[src/rtl/uart_tx_pkg.sv]
// Package: shared types for the serial character transmitter.
// Assumes: used by the frame engine and the top module only.
package uart_tx_pkg;

    // Frame engine states, in the order bits appear on the line.
    typedef enum logic [2:0] {
        ST_IDLE   = 3'd0,
        ST_START  = 3'd1,
        ST_DATA   = 3'd2,
        ST_PARITY = 3'd3,
        ST_STOP   = 3'd4
    } tx_state_e;

    // Character format bundle, sampled when a write is accepted.
    typedef struct packed {
        logic eight_bits;
        logic parity_en;
        logic parity_odd;
        logic two_stop;
    } tx_fmt_t;

endpackage

[src/rtl/uart_tx_bit_timer.sv]
// Module: bit-period timer.
// Does: counts system clocks inside one bit and pulses bit_end on the last
//       clock of each bit. The period is captured on load.
// Assumes: period of 2 or more (64 or more in use); load only when idle.
module uart_tx_bit_timer #(
    parameter int PERIOD_W = 16
) (
    input  logic                clk,
    input  logic                rst_n,
    input  logic                load,
    input  logic [PERIOD_W-1:0] period_in,
    input  logic                active,
    output logic                bit_end
);

    logic [PERIOD_W-1:0] period_q;
    logic [PERIOD_W-1:0] count_q;

    // Last clock of the current bit.
    assign bit_end = active && (count_q == (period_q - PERIOD_W'(1)));

    // Capture the period at frame start and advance the in-bit counter.
    always_ff @(posedge clk) begin
        if (!rst_n) begin
            period_q <= '0;
            count_q  <= '0;
        end else if (load) begin
            period_q <= period_in;
            count_q  <= '0;
        end else if (active && !bit_end) begin
            count_q  <= count_q + PERIOD_W'(1);
        end else begin
            count_q  <= '0;
        end
    end

endmodule

[src/rtl/uart_tx_frame.sv]
// Module: frame engine.
// Does: holds the character, walks start, data, parity and stop bits, and
//       drives the registered line and busy outputs.
// Assumes: start is raised only in ST_IDLE; bit_end comes from the timer.
//          A low run forces idle on the next edge.
module uart_tx_frame
    import uart_tx_pkg::*;
#(
    parameter int DATA_W = 8
) (
    input  logic              clk,
    input  logic              rst_n,
    input  logic              run,
    input  logic              start,
    input  logic [DATA_W-1:0] data_in,
    input  tx_fmt_t           fmt,
    input  logic              bit_end,
    output logic              line,
    output logic              busy
);

    localparam int IDX_W = $clog2(DATA_W);

    tx_state_e         state_q;
    logic [DATA_W-1:0] shift_q;
    logic [IDX_W-1:0]  idx_q;
    logic              eight_q;
    logic              par_en_q;
    logic              two_stop_q;
    logic              par_bit_q;
    logic              stop_second_q;

    logic [DATA_W-1:0] data_mask;
    logic [DATA_W-1:0] data_masked;
    logic [IDX_W-1:0]  last_idx;

    // Drop the top data bit in the short character size.
    assign data_mask   = fmt.eight_bits ? {DATA_W{1'b1}} : {1'b0, {(DATA_W-1){1'b1}}};
    assign data_masked = data_in & data_mask;
    // Index of the final data bit for the latched size.
    assign last_idx    = eight_q ? IDX_W'(DATA_W-1) : IDX_W'(DATA_W-2);

    // Frame sequencing: load on start, step one bit on each bit_end.
    always_ff @(posedge clk) begin
        if (!rst_n || !run) begin
            state_q       <= ST_IDLE;
            shift_q       <= '0;
            idx_q         <= '0;
            eight_q       <= 1'b0;
            par_en_q      <= 1'b0;
            two_stop_q    <= 1'b0;
            par_bit_q     <= 1'b0;
            stop_second_q <= 1'b0;
            line          <= 1'b1;
            busy          <= 1'b0;
        end else begin
            case (state_q)
                ST_IDLE: begin
                    if (start) begin
                        state_q    <= ST_START;
                        shift_q    <= data_masked;
                        idx_q      <= '0;
                        eight_q    <= fmt.eight_bits;
                        par_en_q   <= fmt.parity_en;
                        two_stop_q <= fmt.two_stop;
                        par_bit_q  <= (^data_masked) ^ fmt.parity_odd;
                        line       <= 1'b0;
                        busy       <= 1'b1;
                    end
                end
                ST_START: begin
                    if (bit_end) begin
                        state_q <= ST_DATA;
                        line    <= shift_q[0];
                        shift_q <= shift_q >> 1;
                    end
                end
                ST_DATA: begin
                    if (bit_end) begin
                        if (idx_q == last_idx) begin
                            if (par_en_q) begin
                                state_q <= ST_PARITY;
                                line    <= par_bit_q;
                            end else begin
                                state_q       <= ST_STOP;
                                stop_second_q <= 1'b0;
                                line          <= 1'b1;
                            end
                        end else begin
                            idx_q   <= idx_q + IDX_W'(1);
                            line    <= shift_q[0];
                            shift_q <= shift_q >> 1;
                        end
                    end
                end
                ST_PARITY: begin
                    if (bit_end) begin
                        state_q       <= ST_STOP;
                        stop_second_q <= 1'b0;
                        line          <= 1'b1;
                    end
                end
                ST_STOP: begin
                    if (bit_end) begin
                        if (two_stop_q && !stop_second_q) begin
                            stop_second_q <= 1'b1;
                        end else begin
                            state_q <= ST_IDLE;
                            busy    <= 1'b0;
                        end
                        line <= 1'b1;
                    end
                end
                default: begin
                    state_q <= ST_IDLE;
                    line    <= 1'b1;
                    busy    <= 1'b0;
                end
            endcase
        end
    end

endmodule

[src/rtl/uart_tx_serializer.sv]
// Module: top of the serial character transmitter.
// Does: accepts a write when idle and enabled, then times and shapes one
//       frame with the format captured at acceptance.
// Assumes: cfg_period >= 64; the host waits for busy low before writing.
module uart_tx_serializer
    import uart_tx_pkg::*;
#(
    parameter int PERIOD_W = 16,
    parameter int DATA_W   = 8
) (
    input  logic                clk,
    input  logic                rst_n,
    input  logic [PERIOD_W-1:0] cfg_period,
    input  logic                cfg_eight_bits,
    input  logic                cfg_parity_en,
    input  logic                cfg_parity_odd,
    input  logic                cfg_two_stop,
    input  logic                cfg_enable,
    input  logic                wr_strobe,
    input  logic [DATA_W-1:0]   wr_data,
    output logic                line_out,
    output logic                busy
);

    tx_fmt_t fmt;
    logic    accept;
    logic    bit_end;

    // Gather the format inputs into one bundle.
    assign fmt = '{eight_bits: cfg_eight_bits, parity_en: cfg_parity_en,
                   parity_odd: cfg_parity_odd, two_stop: cfg_two_stop};
    // A write counts only when idle and enabled.
    assign accept = wr_strobe && !busy && cfg_enable;

    uart_tx_bit_timer #(.PERIOD_W(PERIOD_W)) u_timer (
        .clk       (clk),
        .rst_n     (rst_n),
        .load      (accept),
        .period_in (cfg_period),
        .active    (busy),
        .bit_end   (bit_end)
    );

    uart_tx_frame #(.DATA_W(DATA_W)) u_frame (
        .clk     (clk),
        .rst_n   (rst_n),
        .run     (cfg_enable),
        .start   (accept),
        .data_in (wr_data),
        .fmt     (fmt),
        .bit_end (bit_end),
        .line    (line_out),
        .busy    (busy)
    );

endmodule

[config.mk]
export PLATFORM = sky130hd
export DESIGN_NAME = uart_tx_serializer
export DESIGN_NICKNAME = d
export VERILOG_FILES = /design/src/rtl/uart_tx_pkg.sv /design/src/rtl/uart_tx_bit_timer.sv /design/src/rtl/uart_tx_frame.sv /design/src/rtl/uart_tx_serializer.sv
export SDC_FILE = /design/constraint.sdc
export NUM_CORES = 1
export LEC_CHECK = 0
export BUFFER_PORTS_ARGS = -buffer_cell sky130_fd_sc_hd__clkbuf_2
export CORE_UTILIZATION = 55
export CTS_BUF_LIST = sky130_fd_sc_hd__clkbuf_4
export DETAILED_ROUTE_END_ITERATION = 6
export HOLD_SLACK_MARGIN = 0.05
export PLACE_DENSITY = 0.9
export SYNTH_ARGS = -nofsm -noshare
export SYNTH_HDL_FRONTEND = slang
export SYNTH_HIERARCHICAL = 1
export SYNTH_SLANG_ARGS = --single-unit
[constraint.sdc]
create_clock -name clk -period 3.67 [get_ports clk]
set_clock_uncertainty 0.05 [all_clocks]
set_input_delay 0.5505 -clock clk [delete_from_list [all_inputs] [get_ports clk]]
set_output_delay 0.5505 -clock clk [all_outputs]
set_load 0.1 [all_outputs]
==> results of run 1 <==
==> synthesized netlist by cell type (6+ instances only) <==
cell	n	area share [%]
nor2_1	34	4.1
nor3_1	7	1.1
o21ai_0	15	2.4
a311oi_1	9	2.5
dfxtp_1	53	34
mux2i_1	22	7.0
nand3_1	10	1.6
clkbuf_1	11	1.3
nor4_1	16	3.2
nor2b_1	17	3.4
xnor2_1	28	7.8
a21oi_1	6	0.95
xor2_1	18	5.0
inv_1	10	1.2
nand2_1	21	2.5
==> registers in the layout, summed over array words and instances (netlist names) <==
| register | cells |
|---|---|
| u_timer/count_q | 16 |
| u_timer/period_q | 16 |
| u_frame/shift_q | 8 |
| u_frame/idx_q | 3 |
| u_frame/state_q | 3 |
| u_frame/busy | 1 |
| u_frame/eight_q | 1 |
| u_frame/line | 1 |
| u_frame/par_bit_q | 1 |
| u_frame/par_en_q | 1 |
| u_frame/stop_second_q | 1 |
| u_frame/two_stop_q | 1 |
==> through the flow <==
| step | util, % | cells | hold slack [ns] |
|---|---|---|---|
| after global routing | 61.9 | 446 | 0.345 |
| after global placement | 60.3 | 438 | 0.410 |
| after CTS | 61.8 | 446 | 0.336 |
| after floorplan | - | 349 | 0.398 |
| final | 61.9 | 446 | 0.343 |
| after detailed placement | 60.3 | 438 | 0.418 |
==> layer usage <==
metal / vias up / GRT usage [%] / wire, µm
li1: 1294 / - / -
met1: 1202 / 25.6 / 2680
met5: - / 0 / 0
met2: 66 / 37.7 / 3030
met4: 0 / 8.68 / 76
met3: 7 / 4.00 / 273
==> power groups by stage <==
stage	Combinational (mW)	Clock (mW)	Sequential, mW
finish	0.206	0.327	0.612
detailed placement	0.204	0	0.624
global route	0.227	0.356	0.615
CTS	0.205	0.337	0.611
global placement	0.198	0	0.623
floorplan	0.161	0	0.622
==> critical path: stages, from the launching register on <==
cell       delay, ns
dfxtp_1         0.41
inv_1           0.09
ha_1            0.24
nor3b_4         0.33
nand4_1         0.17
xnor2_1         0.17
a2111oi_1       0.31
nor4b_4         0.28
and2_1          0.23
o21ai_0         0.16
a31oi_4         0.27
o211ai_2        0.17
mux2_2          0.31
nor2_1          0.08
==> kinds of logic (layout without fill, tap and decap cells) <==
family | Yosys count | in the layout
muxes | 24 | 24
buffers and inverters | 30 | 55
AOI/OAI and AO/OA | 54 | 54
adders and majority gates | 3 | 3
and+or+nand+nor | 138 | 138
xor gates and xnor gates | 47 | 47
DFF | 53 | 53
==> what timing repair did <==
action,CTS,global route
gates resized for setup,0,1
setup buffers,0,0
setup endpoints to repair,0,1
==> cell type report <==
cell class / count / area share (%)
clock inverters: 2 / 0.992
flip-flops and latches: 53 / 31.1
multi-input cells: 266 / 57.1
inverters: 10 / 1.10
clock buffers: 6 / 1.32
well taps: 72 / 2.64
repair buffers: 37 / 5.73
==> path summary, 6_finish.rpt <==
kind | to | slack [ns] | cells past startpoint
worst min register to register | u_frame/shift_q[0] | 0.42 | 2
worst min-delay path | u_frame/two_stop_q | 0.34 | 3
worst max-delay path | u_frame/state_q[2] | 0.34 | 13
worst max register to register | u_frame/state_q[2] | 0.34 | 13
==> results.ini, run 1 <==
[status]
status=completed

[logic_synthesis]
yosys.area_share.adder_pct=1.19
async_flop_share_pct=0
synth_simple_gate_area_share_pct=26.3
synthXorXnorAreaFrac_pct=13.5
ys_warn_count=6
synth.distinct_cells=60
synth_top_family_by_area=simple AND/OR/NAND/NOR gates
ys_ff_latch=53
synthCells=349
synth-compound-area-share_pct=12.8
synthFlopType=dfxtp_1
synth.avg_cell_area_um2=9.01
seq_area_frac_synth_pct=33.7
syn_area_um2=3150
synth.mux.area_fraction_pct=7.72
synth_edf_count=0
syn-num-nets=384

[placement]
port_buffers=33
place_hpwl_um=4410
dp_worst_setup_slack_ns=0.286
place_congestion=0.926
place_area_um2=3320

[setup_path]
cp_max_fo=7
crit_arrival_ns=3.60
path_class=flip-flop to flip-flop
startpoint=u_timer/period_q[0]
end_kind=flip-flop
timing.rr.start=u_timer/period_q[0]
cp.required_ns=3.94
startpoint_type=flip-flop

[global_route]
grt_usage_pct=21.5
grt_first_pass_wirelength_um=10500
grt_overflow=0
first_global_vias=2437
grt_max_degree=35
antenna_found_initial=0

[route]
drc=0
postRouteAntennaNets=0
firstDrtPassIters=5
vias_per_cell=5.76
vias=2569
drt-wirelength-per-cell_um=13.6
drt_iter0_markers=149
wl_um=6060

[power_and_ir_drop]
p_sw_mw=0.300
power_density_nw_per_um2=336
pwr-share-seq_pct=53.5
p_clk_share_pct=28.6
p_sw_share_pct=26.2
p_leak_nw=1.22
power.internal_mw=0.844
totalPowerFinal_mw=1.14
vdd_drop_max_mv=0.165
comb_power_share_pct=18.0

[layout]
final_area_um2=3410
layout_commonest_cell=dfxtp_1
layout-drive-gt1-share_pct=17.6
layout_common_cells=dfxtp_1 (53), nor2_1 (34), clkbuf_2 (33)
final_nets=408
num_antenna_cells=0
multi_input_area_um2=1940
fillers=465
syn2layout_area_growth_pct=8.31
regArea_um2=1060

[cts]
clock-sinks=53
cts_tree=yes
root_buffer=clkbuf_4
cts_max_level=2
numCtsBuffers=5
hold_buffers=0
cts_buffer_depth=2
clock_latency_ns=0.38
clk_pin_slew_ns=0.15

[job]
drv_cap=0

[sta]
fmax_ghz=0.300
tightestPinTransition_ns=0.699
setup_tns_ns=0
layout_setup_ws_ns=0.337
max_slew_margin_pct=53.3
setup_violations=0
finalMaxSlewViolations=0
rsz0062_at_grt=no
period_needed_ns=3.33
final-hold-violation-count=0
post-route-period-util_pct=90.8

[floorplan]
die_width_um=77.6
die_h_um=77.6
start_util_pct=57.1
ios=34
num_rows=27
die_area_um2=6030
coreArea_um2=5510

[worst_hold_path]
hold_path_class=input port to flip-flop
hold_path.startpoint=cfg_two_stop

Note: power is estimated with default switching activity, not from simulation.
==> inputs of run 2 (changes only) <==
PLACE_DENSITY = 0.78   (was 0.9)
==> run 2 against run 1 <==
  * Design area is 0.29% lower
  * Global-route usage increased by 0.37 points
  * Combinational power about the same
  * Cell count grew 0.22%
  * Sequential share of layout area is 0.092 points higher
  * First-iteration DRC count shrank 54%
  * Hold slack got worse by 0.0088 ns
  * Critical endpoint unchanged
  * Critical path depth unchanged
  * Highest routed layer unchanged
==> results.ini, run 2 (synthesis gave the netlist of run 1 again) <==
[status]
status=completed

[cts]
clock-sinks=53
cts_tree=yes
root_buffer=clkbuf_4
numCtsBuffers=5
cts_buffer_depth=2
clk_pin_slew_ns=0.15
hold_buffers=0
clock_latency_ns=0.37
cts_max_level=2

[power_and_ir_drop]
p_sw_share_pct=28.0
p_clk_share_pct=25.0
pwr-share-seq_pct=56.0
vdd_drop_max_mv=0.185
p_sw_mw=0.306
power_density_nw_per_um2=322
power.internal_mw=0.788
p_leak_nw=1.22
comb_power_share_pct=19.1

[route]
vias=2537
drc=0
drt-wirelength-per-cell_um=14.0
postRouteAntennaNets=0
wl_um=6260
vias_per_cell=5.68
firstDrtPassIters=5
drt_iter0_markers=68

[sta]
final-hold-violation-count=0
max_slew_margin_pct=51.8
finalMaxSlewViolations=0
setup_tns_ns=0
layout_setup_ws_ns=0.334
tightestPinTransition_ns=0.721
period_needed_ns=3.34
post-route-period-util_pct=90.9
setup_violations=0
fmax_ghz=0.300
rsz0062_at_grt=no

[placement]
place_hpwl_um=4490
dp_worst_setup_slack_ns=0.184
port_buffers=33
place_congestion=0.873

[setup_path]
crit_path_cell_trace=inv_1 > ha_1 > o21ba_2 > a221oi_1 > a41o_1 > nand4_1 > nor4b_4 > and2_2 > o21ai_0 > a31oi_4 > o211ai_2 > mux2_2 > nor2_1
end_kind=flip-flop
r2r-end=u_frame/state_q[2]
cp_max_fo=8
r2r_slack_ns=0.33
timing.rr.start=u_timer/period_q[0]
crit_arrival_ns=3.60
cp.required_ns=3.93
path_class=flip-flop to flip-flop
r2r_cells=13
slowest_stage=dfxtp_1
cpPeakStageDelay_ns=0.50
startpoint_type=flip-flop

[global_route]
grt_usage_pct=21.8
antenna_found_initial=0
first_global_vias=2395
grt_overflow=0
grt_first_pass_wirelength_um=10600
grt_max_degree=35

[floorplan]
die_width_um=77.6
die_area_um2=6030
num_rows=27
die_h_um=77.6
ios=34
start_util_pct=57.1
coreArea_um2=5510

[job]
drv_cap=0

[layout]
layout_commonest_cell=dfxtp_1
num_antenna_cells=0
layout_common_cells=dfxtp_1 (53), nor2_1 (34), clkbuf_2 (33)
reg_top3=u_timer/count_q: 16 flops, u_timer/period_q: 16 flops, u_frame/shift_q: 8 flops
utilization_pct=61.7
final_nets=409
layout-drive-gt1-share_pct=18.4
syn2layout_area_growth_pct=8.00

[worst_hold_path]
hold_path.startpoint=cfg_parity_en
whs_path_depth=3
hold_path_class=input port to flip-flop
min_to=u_frame/par_en_q

run 2: cell types whose count changed in the layout (fill, tap and decap cells not counted):
cell and delta:
clkbuf_4 +1, bufinv_16 -1, clkinv_1 -1, clkinvlp_4 +1
and2_2 +1, buf_4 +1, and2_1 -1
run 2: worst max-delay path by stage:
stage,start,cells past startpoint,to
global placement,u_timer/period_q[0],13,u_frame/state_q[2]
finish,u_timer/period_q[0],13,u_frame/state_q[2]
detailed placement,u_timer/period_q[0],13,u_frame/state_q[2]
global route,u_timer/period_q[0],13,u_frame/state_q[2]
floorplan,u_timer/period_q[0],15,u_frame/state_q[2]
CTS,u_timer/period_q[0],13,u_frame/state_q[2]
run 2: final cells by class:
| class | count | area (µm²) |
|---|---|---|
| clock inverter | 1 | 7.51 |
| clock buffer | 7 | 52.6 |
| tap | 72 | 90.1 |
| fill | 495 | 2110 |
| multi-input combinational | 266 | 1950 |
| inverter | 10 | 37.5 |
| sequential | 53 | 1060 |
| timing repair buffer | 38 | 203 |
run 2: power groups by stage:
stage | Clock, mW | Sequential, mW | Combinational [mW]
floorplan | 0 | 0.622 | 0.161
finish | 0.273 | 0.612 | 0.208
global placement | 0 | 0.623 | 0.200
global route | 0.303 | 0.615 | 0.229
CTS | 0.286 | 0.612 | 0.206
detailed placement | 0 | 0.624 | 0.205
run 2: metal layers:
metal  global-route usage, %  share of wire [%]  vias up
li1                        -                  -     1297
met1                    26.5                 47     1188
met2                    38.5                 48       45
met5                       0                  0        -
met3                    3.65                3.4        7
met4                    7.74               0.75        0
run 2: what timing repair did:
action,4_1_cts,5_1_grt
endpoints found under the setup margin,0,12
gates resized for setup,0,2
buffers inserted,0,1
run 2: stage by stage:
step,hold slack (ns),power [mW],area (µm²),instances
final,0.334,1.09,3400,447
after CTS,0.329,1.10,3380,446
after detailed placement,0.422,0.829,3320,438
after global placement,0.412,0.823,3320,438
after global routing,0.341,1.15,3400,447
after floorplan,0.398,0.783,3150,349
run 2: worst max-delay path, delay by kind of cell, from the launching register on:
| family | cells | cell delay (ns) |
|---|---|---|
| AND/OR/NAND/NOR | 4 | 0.86 |
| flip-flops | 1 | 0.50 |
| multiplexers | 1 | 0.29 |
| buffers and inverters | 1 | 0.08 |
| AO/OA/AOI/OAI | 6 | 1.24 |
| adder cells (fa/ha/maj) | 1 | 0.27 |
==> inputs of run 3 (changes only) <==
ABC_AREA = 1   (was not set)
==> run 3 against run 2 <==
  * Critical path depth rose by 3
  * First-iteration DRC count up 79%
  * Design area rose by 4.3%
  * Sequential cell count unchanged
  * Hold slack worse by 0.0073 ns
  * Power grew 19%
  * Worst setup slack improved by 0.66 ns
  * Combinational power rose by 64%
  * Register-to-register slack improved by 0.66 ns
  * Sequential share of layout area down 1.3 points
  * Largest cell class unchanged
==> results.ini, run 3 <==
[layout]
layout_common_cells=nand2_1 (144), nor2_1 (78), inv_1 (59)
reg_top3=u_timer/count_q: 16 flops, u_timer/period_q: 16 flops, u_frame/shift_q: 8 flops
final_nets=575
syn2layout_area_growth_pct=9.13
layout-drive-gt1-share_pct=12.8
num_antenna_cells=0
layout_commonest_cell=nand2_1

[floorplan]
ios=34
die_area_um2=6210
coreArea_um2=5610
num_rows=27
die_h_um=78.8
start_util_pct=57.9
die_width_um=78.8

[logic_synthesis]
seq_area_frac_synth_pct=32.7
synthCells=506
yosys.area.top_type=dfxtp_1
synthFlopType=dfxtp_1
syn-num-nets=541
ys_ff_latch=53
synth.most_common_cell=nand2_1
synth_top_area_share_pct=32.7
async_flop_share_pct=0
synth.distinct_cells=34
synthTopCellsByCount=nand2_1 (144), nor2_1 (78), inv_1 (59), dfxtp_1 (53), nand3_1 (30)
ys_top_cells_by_area=dfxtp_1 (33%), nand2_1 (17%), nor2_1 (9.0%)
synth.avg_cell_area_um2=6.42
synth_edf_count=0
syn_area_um2=3250
ys_warn_count=6

[global_route]
antenna_found_initial=0
grt_usage_pct=24.8
grt_first_pass_wirelength_um=12300
grtUsageMet3_pct=3.79
grt_use_met1_pct=28.3
first_global_vias=2946
use_met2_pct=45.6
grt_overflow=0
top_usage_layer=met2
grt_max_degree=28

[route]
vias=3098
postRouteAntennaNets=0
wl_um=6950
drc=0
drt_iter0_markers=122
firstDrtPassIters=4
vias_per_cell=5.05
drt-wirelength-per-cell_um=11.3

[setup_path]
startpoint_type=flip-flop
timing.critical_path.buf_inv=2
r2r_cells=16
path_common_cell=nand2_1
end_kind=flip-flop
path_class=flip-flop to flip-flop
slowest_stage=dfxtp_1
cpPeakStageDelay_ns=0.34
cp_num_cells=16
crit_arrival_ns=2.94
cp.required_ns=3.93
crit_path_cell_trace=inv_1 > ha_1 > nand3_1 > nor2_1 > nand2_1 > nand2_1 > nand2_1 > nor2_1 > nand3_2 > nor3b_1 > inv_1 > nand2_1 > nand2_1 > nor2_1 > nand2_1 > a21oi_1
cp_max_fo=4
path_delay_family=simple AND/OR/NAND/NOR gates

[placement]
dp_worst_setup_slack_ns=1.04
place_hpwl_um=5460
port_buffers=33
place_congestion=0.865

[sta]
max_slew_margin_pct=57.1
tightestPinTransition_ns=0.639
fmax_ghz=0.374
worst_hold_slack_ns=0.327
post-route-period-util_pct=72.8
rsz0062_at_grt=no
finalMaxSlewViolations=0
final-hold-violation-count=0
layout_setup_ws_ns=0.997
setup_violations=0
setup_tns_ns=0
period_needed_ns=2.67

[cts]
root_buffer=clkbuf_4
numCtsBuffers=5
clock_latency_ns=0.39
cts_tree=yes
cts_max_level=2
cts_resized=0
cts_buffer_depth=2
hold_buffers=0
clock-sinks=53
clk_pin_slew_ns=0.16
postCtsSetupBuffers=0

[power_and_ir_drop]
totalPowerFinal_mw=1.30
vdd_drop_max_mv=0.232
p_leak_nw=1.63
power_density_nw_per_um2=367

[status]
status=completed

[job]
drv_cap=0

[worst_hold_path]
hold_path_class=input port to flip-flop
whs_path_depth=3

==> run 3: changes by cell type after synthesis, sizes merged, moves of 21 or more <==
cell,before,now
nand3,10,33
inv,10,63
nand2,21,151
nor2,34,89
mux2i,22,0
o21ai,15,36
==> run 3: cells by family after synthesis <==
| logic type | synth area share [%] |
|---|---|
| and+or+nand+nor | 40.5 |
| buffers and inverters | 8.63 |
| AOI/OAI and AO/OA | 10.3 |
| DFF | 32.7 |
| xor gates and xnor gates | 6.74 |
| adders and majority gates | 1.16 |
==> run 3: area by class of cell <==
type | instances | area (µm²)
Multi-Input combinational cell | 383 | 1910
Fill cell | 560 | 2060
Timing Repair Buffer | 33 | 165
Inverter | 64 | 243
Tap cell | 72 | 90.1
Clock buffer | 5 | 37.5
Sequential cell | 53 | 1060
Clock inverter | 3 | 41.3
==> run 3: power breakdown <==
part	internal, mW	total, mW	switching [mW]	leakage [nW]
sequential	0.603	0.630	0.0264	0.431
combinational	0.118	0.342	0.224	1.16
clock	0.141	0.330	0.189	0.0389
total	0.863	1.30	0.439	1.63
==> run 3: worst paths after layout <==
path	slack [ns]	end	startpoint
setup / recovery	1.0	u_frame/state_q[2]	u_timer/period_q[1]
hold / removal	0.33	u_timer/period_q[14]	cfg_period[14]
setup reg to reg	1.0	u_frame/state_q[2]	u_timer/period_q[1]
hold reg to reg	0.44	u_timer/count_q[0]	u_timer/count_q[0]
==> run 3: worst register-to-register path, delay by kind of cell (launching register included) <==
kind	cells	cell delay, ns
and+or+nand+nor	12	1.62
AOI/OAI and AO/OA	1	0.13
buffers and inverters	2	0.28
DFF	1	0.34
adders and majority gates	1	0.21
==> run 3: metrics by stage <==
| stage | cells | utilization (%) | area (µm²) |
|---|---|---|---|
| 2_1_floorplan | 506 | - | 3250 |
| 3_3_place_gp | 605 | 61.8 | 3460 |
| 3_5_place_dp | 605 | 61.8 | 3460 |
| 4_1_cts | 613 | 63.2 | 3540 |
| 5_1_grt | 613 | 63.2 | 3540 |
| 6_report | 613 | 63.2 | 3540 |
==> run 3: routing by layer <==
layer / wire, µm / part of all wire, %
met1: 3110 / 45
met4: 169 / 2.4
met2: 3520 / 51
met3: 149 / 2.1
met5: 0 / 0
